File: src/rtl/uart_hfc_pkg.sv
package uart_hfc_pkg;

  // Hysteresis state of the receive-side flow control.
  typedef enum logic {
    FLOW_ON = 1'b0,
    HALTED  = 1'b1
  } rx_flow_e;

  // Width of each threshold nibble inside the threshold byte.
  localparam int unsigned NIB_W = 4;

endpackage

File: src/rtl/uart_hfc_sync.sv
module uart_hfc_sync #(
  parameter int unsigned STAGES  = 2,
  parameter logic        RST_VAL = 1'b0
) (
  input  logic clk,
  input  logic arst_n,
  input  logic d,
  output logic q
);

  logic [STAGES-1:0] chain_q;
  logic [STAGES-1:0] chain_d;

  always_comb begin
    chain_d[0] = d;
    for (int i = 1; i < STAGES; i++) begin
      chain_d[i] = chain_q[i-1];
    end
  end

  always_ff @(posedge clk or negedge arst_n) begin
    if (!arst_n) begin
      chain_q <= {STAGES{RST_VAL}};
    end else begin
      chain_q <= chain_d;
    end
  end

  assign q = chain_q[STAGES-1];

endmodule

File: src/rtl/uart_hfc_rts.sv
module uart_hfc_rts
  import uart_hfc_pkg::*;
#(
  parameter int unsigned LVL_W      = 7,
  parameter int unsigned STEP_SHIFT = 2
) (
  input  logic             clk,
  input  logic             rst_n,
  input  logic             auto_en,
  input  logic             manual,
  input  logic [LVL_W-1:0] level,
  input  logic [NIB_W-1:0] halt_nib,
  input  logic [NIB_W-1:0] resume_nib,
  output logic             rts_n
);

  logic [LVL_W-1:0] halt_lvl;
  logic [LVL_W-1:0] resume_lvl;
  rx_flow_e         state_q;
  rx_flow_e         state_d;
  logic             rts_n_q;
  logic             rts_n_d;

  // Nibbles count in steps of 2**STEP_SHIFT entries.
  assign halt_lvl   = LVL_W'(halt_nib)   << STEP_SHIFT;
  assign resume_lvl = LVL_W'(resume_nib) << STEP_SHIFT;

  always_comb begin
    state_d = state_q;
    if (!auto_en) begin
      state_d = FLOW_ON;
    end else if (level >= halt_lvl) begin
      state_d = HALTED;
    end else if (level <= resume_lvl) begin
      state_d = FLOW_ON;
    end
    rts_n_d = auto_en ? (state_d == HALTED) : ~manual;
  end

  always_ff @(posedge clk or negedge rst_n) begin
    if (!rst_n) begin
      state_q <= FLOW_ON;
      rts_n_q <= 1'b1;
    end else begin
      state_q <= state_d;
      rts_n_q <= rts_n_d;
    end
  end

  assign rts_n = rts_n_q;

endmodule

File: src/rtl/uart_hfc_cts.sv
module uart_hfc_cts (
  input  logic clk,
  input  logic rst_n,
  input  logic auto_en,
  input  logic cts_s,
  input  logic tx_check,
  output logic tx_permit
);

  logic permit_q;
  logic permit_d;
  logic permit_en;

  // The permit register loads only at character boundaries.
  assign permit_en = ~auto_en | tx_check;

  always_comb begin
    permit_d = permit_q;
    if (permit_en) begin
      permit_d = auto_en ? ~cts_s : 1'b0;
    end
  end

  always_ff @(posedge clk or negedge rst_n) begin
    if (!rst_n) begin
      permit_q <= 1'b0;
    end else begin
      permit_q <= permit_d;
    end
  end

  assign tx_permit = ~auto_en | permit_q;

endmodule

File: src/rtl/uart_hfc_evt.sv
module uart_hfc_evt (
  input  logic clk,
  input  logic rst_n,
  input  logic rts_n,
  input  logic cts_s,
  input  logic auto_cts_en,
  output logic flow_irq,
  output logic mdm_cts_chg
);

  logic rts_prev_q;
  logic cts_prev_q;
  logic irq_q;
  logic irq_d;
  logic chg_q;
  logic chg_d;

  always_comb begin
    irq_d = (rts_n & ~rts_prev_q) | (cts_s & ~cts_prev_q);
    chg_d = ~auto_cts_en & (cts_s ^ cts_prev_q);
  end

  always_ff @(posedge clk or negedge rst_n) begin
    if (!rst_n) begin
      rts_prev_q <= 1'b1;
      cts_prev_q <= 1'b1;
      irq_q      <= 1'b0;
      chg_q      <= 1'b0;
    end else begin
      rts_prev_q <= rts_n;
      cts_prev_q <= cts_s;
      irq_q      <= irq_d;
      chg_q      <= chg_d;
    end
  end

  assign flow_irq    = irq_q;
  assign mdm_cts_chg = chg_q;

endmodule

File: src/rtl/uart_hfc_top.sv
module uart_hfc_top
  import uart_hfc_pkg::*;
#(
  parameter int unsigned LVL_W       = 7,
  parameter int unsigned STEP_SHIFT  = 2,
  parameter int unsigned SYNC_STAGES = 2
) (
  input  logic             clk,
  input  logic             rst_n,
  input  logic [LVL_W-1:0] rx_level,
  input  logic [7:0]       thresh,
  input  logic             auto_rts_en,
  input  logic             rts_manual,
  input  logic             auto_cts_en,
  input  logic             cts_n,
  input  logic             tx_check,
  output logic             rts_n,
  output logic             tx_permit,
  output logic             flow_irq,
  output logic             mdm_cts_chg
);

  localparam int unsigned RST_STAGES = 2;

  logic rst_sync_n;
  logic cts_s;

  uart_hfc_sync #(.STAGES(RST_STAGES), .RST_VAL(1'b0)) u_rst_sync (
    .clk    (clk),
    .arst_n (rst_n),
    .d      (1'b1),
    .q      (rst_sync_n)
  );

  uart_hfc_sync #(.STAGES(SYNC_STAGES), .RST_VAL(1'b1)) u_cts_sync (
    .clk    (clk),
    .arst_n (rst_sync_n),
    .d      (cts_n),
    .q      (cts_s)
  );

  uart_hfc_rts #(.LVL_W(LVL_W), .STEP_SHIFT(STEP_SHIFT)) u_rts (
    .clk        (clk),
    .rst_n      (rst_sync_n),
    .auto_en    (auto_rts_en),
    .manual     (rts_manual),
    .level      (rx_level),
    .halt_nib   (thresh[NIB_W-1:0]),
    .resume_nib (thresh[2*NIB_W-1:NIB_W]),
    .rts_n      (rts_n)
  );

  uart_hfc_cts u_cts (
    .clk       (clk),
    .rst_n     (rst_sync_n),
    .auto_en   (auto_cts_en),
    .cts_s     (cts_s),
    .tx_check  (tx_check),
    .tx_permit (tx_permit)
  );

  uart_hfc_evt u_evt (
    .clk         (clk),
    .rst_n       (rst_sync_n),
    .rts_n       (rts_n),
    .cts_s       (cts_s),
    .auto_cts_en (auto_cts_en),
    .flow_irq    (flow_irq),
    .mdm_cts_chg (mdm_cts_chg)
  );

endmodule

File: config.mk
export PLATFORM = sky130hd
export DESIGN_NAME = uart_hfc_top
export DESIGN_NICKNAME = d
export VERILOG_FILES = /design/src/rtl/uart_hfc_pkg.sv /design/src/rtl/uart_hfc_sync.sv /design/src/rtl/uart_hfc_rts.sv /design/src/rtl/uart_hfc_cts.sv /design/src/rtl/uart_hfc_evt.sv /design/src/rtl/uart_hfc_top.sv
export SDC_FILE = /design/constraint.sdc
export NUM_CORES = 1
export LEC_CHECK = 0
export BUFFER_PORTS_ARGS = -buffer_cell sky130_fd_sc_hd__buf_4
export CORE_MARGIN = 3
export CORE_UTILIZATION = 42
export CTS_BUF_LIST = sky130_fd_sc_hd__clkbuf_2 sky130_fd_sc_hd__clkbuf_4 sky130_fd_sc_hd__clkbuf_8
export DETAILED_ROUTE_END_ITERATION = 8
export PLACE_DENSITY = 0.84
export SLEW_MARGIN = 15
export SYNTH_ARGS = -nofsm -noshare
export SYNTH_HDL_FRONTEND = slang
export SYNTH_SLANG_ARGS = --single-unit
File: constraint.sdc
create_clock -name clk -period 0.8 [get_ports clk]
set_clock_uncertainty 0.1 [all_clocks]
set_input_delay 0.2 -clock clk [delete_from_list [all_inputs] [get_ports clk]]
set_output_delay 0.2 -clock clk [all_outputs]
set_load 0.02 [all_outputs]
==> run summary, run 1 <==
status - finished, violations left
failing checks - setup timing
crit share post-route - 1.660
peak supply drop - 0.9035 mV
antenna-violating nets left - 0
Final HPWL DP - 1.056 mm
hold depth - 2
RSZ-0062 raised after global routing - true
n_diodes - 0
Worst-path clk slew - 70 ps
Total GRT Usage - 0.1822
Routed Wire Length - 1.491 mm
TritonCTS Buffers - 3
Distinct cells, synth - 20
crit path DAT - 1380 ps
Port Buffers - 25
largest net degree at the start of global routing - 10
Netlist Area Pre-Place - 565.5 µm²
max cap viols - 0
Hold Vio Cnt, Final - 0
Hold Path Class - in -> reg
Starting Density - 0.4768
RD Place Congestion - 0.8026
final core occ - 0.8734
global-route wire length before repair - 2.304 mm
Pre-Repair DR Iteration Count - 4
Crit Path Category - in -> reg
internal reg-to-reg setup slack - -260 ps
PD cells - 1388 mW/mm²
Max Freq - 752.9 MHz
synthesized area per cell - 10.67 µm²
FF+latch count, synth - 11
Die Wd - 42.70 µm
Via Count - 524
Die Span Y - 42.70 µm
initial antenna violation count - 0
drt wl/cell - 14.07 µm
startpoint types - input pin
num rows - 12
CTS Root Cell - clkbuf_4
Multi-input gate area - 336.6 µm²
Data required, critical path - 850 ps
die area - 0.001823 mm²
DRC - 0
Clock Sinks - 11
dpl ws - -850.9 ps
post-layout min period - 1328 ps
Via density - 4.943
Register Area - 281.5 µm²
endpoints failing setup - 9
Max clock buf depth - 2
Critical R2R Launch - u_evt.cts_prev_q$_DFF_PN1_
CTS Hold Buffers Added - 2
nets@finish - 124
P&R area growth vs syn - 83.19%
CP endpoint kind - flip-flop
worst-case reg-to-reg path depth - 3
Seq/Total Area, Yosys - 0.4978
worst skew pair latency - 270 ps
final worst slack - -528.3 ps
Core Area - 0.001186 mm²
R2R Path End - u_evt.flow_irq$_DFF_PN0_
total number of H-tree levels - 1
Lkg Pwr - 0.5130 nW
CTS tree - built
FILL cells - 59
total number of yosys warnings - 0
min-delay src - auto_cts_en
Post-Synthesis Cells - 53
Max Slew Vio Count - 0
layout cell share with drive strength beyond 1 - 0.6087
num ports - 26
hold endpoint - u_evt.mdm_cts_chg$_DFF_PN0_
Post-Syn Nets - 84
largest fanout on the critical path - 2
vias in the first global route - 544
Initial DRC Count - 4
GR Overflow Total - 0
[worst max-delay path: stages]
cell	delay, ps
buf_6	70
inv_4	30
ha_4	270
nand3_2	70
or4_4	500
a31oi_4	170
a21boi_1	80
[power breakdown]
| part | leakage (nW) | internal [mW] | switching (mW) |
|---|---|---|---|
| combinational | 0.369 | 0.251 | 0.170 |
| clock | 0.0177 | 0.185 | 0.193 |
| sequential | 0.126 | 0.608 | 0.0305 |
| total | 0.513 | 1.05 | 0.393 |
[registers in the layout, summed over array words and instances, names as in the netlist]
register and flops:
u_evt.mdm_cts_chg 1, u_evt.cts_prev_q 1, u_rts.rts_n 1, u_rst_sync.chain_q 2, u_cts.permit_q 1, u_evt.rts_prev_q 1
u_cts_sync.chain_q 2, u_rts.state_q 1, u_evt.flow_irq 1
[cell type report]
type | instances | share of cell area
clock inverters | 1 | 0.004831
inverters | 10 | 0.05072
clock buffers | 3 | 0.02174
repair buffers | 35 | 0.3092
well taps | 14 | 0.01691
flip-flops and latches | 11 | 0.2717
multi-input cells | 32 | 0.3249
[what timing repair did]
item                                   in CTS  in global routing
setup endpoints to repair                   9                 10
buffers inserted                            2                  0
resized for setup                          13                  7
pin swaps                                   2                  2
endpoints found under the hold margin       5                  1
gates cloned                                0                  0
[synth_stat cells]
master,number,share of area
inv_1,10,0.066
ha_1,9,0.20
dfrtp_1,6,0.27
dfstp_2,5,0.23
nand2b_1,3,0.033
nor2_1,3,0.020
a21oi_1,2,0.018
a31oi_1,2,0.022
nor3_1,2,0.018
a21boi_0,1,0.013
a21o_1,1,0.013
conb_1,1,0.0066
nand2_1,1,0.0066
nand3_1,1,0.0088
nand4_1,1,0.011
nor2b_1,1,0.011
o211a_1,1,0.018
o21ai_0,1,0.0088
o221ai_1,1,0.015
or4_1,1,0.013
[layout by cell type (no fill, tap or decap), drive strengths merged, types with 2 or more instances in the layout]
cell,instances
dfrtp,6
ha,9
dlygate4sd3,2
a21oi,2
inv,10
nor2,3
nor3,2
clkbuf,3
buf,33
a31oi,2
dfstp,5
nand2b,3
[per-stage QoR]
stage	instance area (µm²)	TNS, ps	hold slack [ps]	instances	power [mW]
after CTS	1001	-3081	-24.89	106	1.409
after global routing	1036	-3388	-11.73	106	1.539
final	1036	-3089	5.258	106	1.438
after detailed placement	893.4	-2549	-114.0	98	0.9800
after global placement	893.4	-2448	-116.8	98	0.9616
after floorplan	643.1	-1904	-195.6	53	0.7883
[kinds of logic after synthesis]
family | synth area share
other cells | 0.006631
compound gates | 0.1084
flops | 0.4978
fa+ha+maj | 0.1991
simple gates | 0.1217
buf+inv | 0.06638
[metal layers]
metal  track usage  part of all wire  vias to the layer above  routed length [µm]
met1        0.1760              0.37                      247                 550
met3       0.06356             0.057                        4                  85
met4       0.07453             0.014                        0                  21
li1              -                 -                      254                   -
met5             0                 0                        -                   0
met2        0.3413              0.56                       19                 835
[how the worst max path moves through the flow]
stage                start                       to  cells after the start
2_1_floorplan    thresh[7]  u_rts.state_q$_DFF_PN0_                      6
3_5_place_dp     thresh[7]  u_rts.state_q$_DFF_PN0_                      7
3_3_place_gp     thresh[7]  u_rts.state_q$_DFF_PN0_                      7
4_1_cts          thresh[7]  u_rts.state_q$_DFF_PN0_                      7
5_1_grt        rx_level[5]  u_rts.state_q$_DFF_PN0_                      6
6_report         thresh[6]  u_rts.state_q$_DFF_PN0_                      7
No activity file was read; power rests on OpenSTA's default activity.
==> run 2: changes to the inputs <==
--- a/config.mk
+++ b/config.mk
@@ -6,11 +6,11 @@
 export NUM_CORES = 1
 export LEC_CHECK = 0
 export BUFFER_PORTS_ARGS = -buffer_cell sky130_fd_sc_hd__buf_4
-export CORE_MARGIN = 3
-export CORE_UTILIZATION = 42
+export CORE_AREA = 3 3 40 42
 export CTS_BUF_LIST = sky130_fd_sc_hd__clkbuf_2 sky130_fd_sc_hd__clkbuf_4 sky130_fd_sc_hd__clkbuf_8
 export DETAILED_ROUTE_END_ITERATION = 8
-export PLACE_DENSITY = 0.84
+export DIE_AREA = 0 0 43 45
+export PLACE_DENSITY = 0.82
 export SLEW_MARGIN = 15
 export SYNTH_ARGS = -nofsm -noshare
 export SYNTH_HDL_FRONTEND = slang
==> constraint.sdc (replaced) <==
create_clock -name clk -period 1.7 [get_ports clk]
set_clock_uncertainty 0.1 [all_clocks]
set_input_delay 0.425 -clock clk [delete_from_list [all_inputs] [get_ports clk]]
set_output_delay 0.425 -clock clk [all_outputs]
set_load 0.02 [all_outputs]
==> run summary, run 2 (synthesis results as in run 1) <==
Final HPWL DP - 901.2 µm
CTS tree - built
Final Power - 632.3 µW
n_diodes - 0
dpl ws - -239.1 ps
GR Overflow Total - 0
Max Freq - 601.9 MHz
vias in the first global route - 442
Port Buffers - 25
Lkg Pwr - 0.4617 nW
nets@finish - 117
post-layout min period - 1661 ps
Crit Path Category - in -> reg
peak supply drop - 0.7417 mV
largest fanout on the critical path - 2
Max clock buf depth - 2
Starting Density - 0.4401
hold_ws - 38.12 ps
num rows - 13
num ports - 26
startpoint types - input pin
max cap viols - 0
Initial DRC Count - 6
DRC - 0
commonest non-fill, non-tap cell in the layout - buf_4
layout cell share with drive strength beyond 1 - 0.4706
commonest non-fill, non-tap cells in the layout - buf_4 (27), inv_1 (10), ha_1 (7)
Clock Sinks - 11
antenna-violating nets left - 0
Die Span Y - 45 µm
Total GRT Usage - 0.1277
Via density - 4.660
Routed Wire Length - 1.187 mm
initial antenna violation count - 0
P&R area growth vs syn - 53.98%
TritonCTS Buffers - 3
status - completed
PD cells - 726.1 mW/mm²
Via Count - 466
Data required, critical path - 1750 ps
CTS Root Cell - clkbuf_4
Hold Vio Cnt, Final - 0
CP endpoint kind - flip-flop
global-route wire length before repair - 1.745 mm
Core Area - 0.001285 mm²
RSZ-0062 raised after global routing - false
Hold Path Class - reg -> async
Die Wd - 43 µm
crit share post-route - 0.9773
worst skew pair latency - 270 ps
Worst-path clk slew - 70 ps
endpoints failing setup - 0
largest net degree at the start of global routing - 10
final worst slack - 38.53 ps
die area - 0.001935 mm²
Setup Buffers After CTS - 0
total number of H-tree levels - 1
biggest regs - u_cts_sync.chain_q x2, u_rst_sync.chain_q x2
crit path DAT - 1710 ps
RD Place Congestion - 0.7523
drt wl/cell - 11.87 µm
Max Slew Vio Count - 0
Pre-Repair DR Iteration Count - 4
-- run 2: changes by cell type in the layout (fill, tap and decap cells not counted), moves of 2 or more --
cell	delta
ha_1	+2
ha_4	-2
buf_8	-3
buf_4	+5
buf_6	-8
inv_1	+4
-- run 2: cell type report --
type,count,area [µm²]
clock buffers,4,30.03
fillers,103,414.1
inverters,10,37.54
multi-input cells,32,290.3
flip-flops and latches,11,281.5
well taps,15,18.77
repair buffers,28,212.7
-- run 2: timing repair --
item / in CTS / in global routing
hold buffers: 1 / 0
resized for setup: 0 / 6
setup endpoints to repair: 0 / 2
endpoints found under the hold margin: 2 / 0
-- run 2: critical path: stages --
cell and delay, ps:
buf_4 120, ha_1 280, nand3_1 110, or4_4 510, a31oi_4 200, a21boi_1 70
-- run 2: final timing paths --
check / startpoint / endpoint / slack, ps / cells after the start
max in group asynchronous: rst_n / u_rst_sync.chain_q[0]$_DFF_PN0_ / 1040 / 2
worst max-delay path: rx_level[3] / u_rts.state_q$_DFF_PN0_ / 40 / 6
min in group clk: cts_n / u_cts_sync.chain_q[0]$_DFF_PN1_ / 160 / 1
worst max register to register: u_evt.cts_prev_q$_DFF_PN1_ / u_evt.flow_irq$_DFF_PN0_ / 620 / 3
worst min-delay path: u_rst_sync.chain_q[1]$_DFF_PN0_ / u_evt.flow_irq$_DFF_PN0_ / 40 / 0
worst min register to register: u_rst_sync.chain_q[1]$_DFF_PN0_ / u_evt.flow_irq$_DFF_PN0_ / 40 / 0
-- run 2: report_power, final --
group | switching [mW] | internal, mW | leakage, nW
combinational | 0.0624 | 0.0812 | 0.317
sequential | 0.0112 | 0.286 | 0.126
clock | 0.0845 | 0.107 | 0.0184
-- run 2: routing by layer --
layer,track usage,routed length (µm),vias up
li1,-,-,242
met1,0.1515,516,207
met2,0.1916,585,15
met3,0.05976,75,2
met4,0.07229,9,0
met5,0,0,-
-- run 2: stage by stage --
stage / setup TNS, ps / cells / utilization / cell area (µm²)
after floorplan: -35.53 / 53 / - / 565.5
after global routing: 0 / 100 / 0.6777 / 870.8
after detailed placement: -433.2 / 95 / 0.6125 / 787.0
after global placement: -363.7 / 95 / 0.6125 / 787.0
final: 0 / 100 / 0.6777 / 870.8
after CTS: 0 / 100 / 0.6436 / 827.0
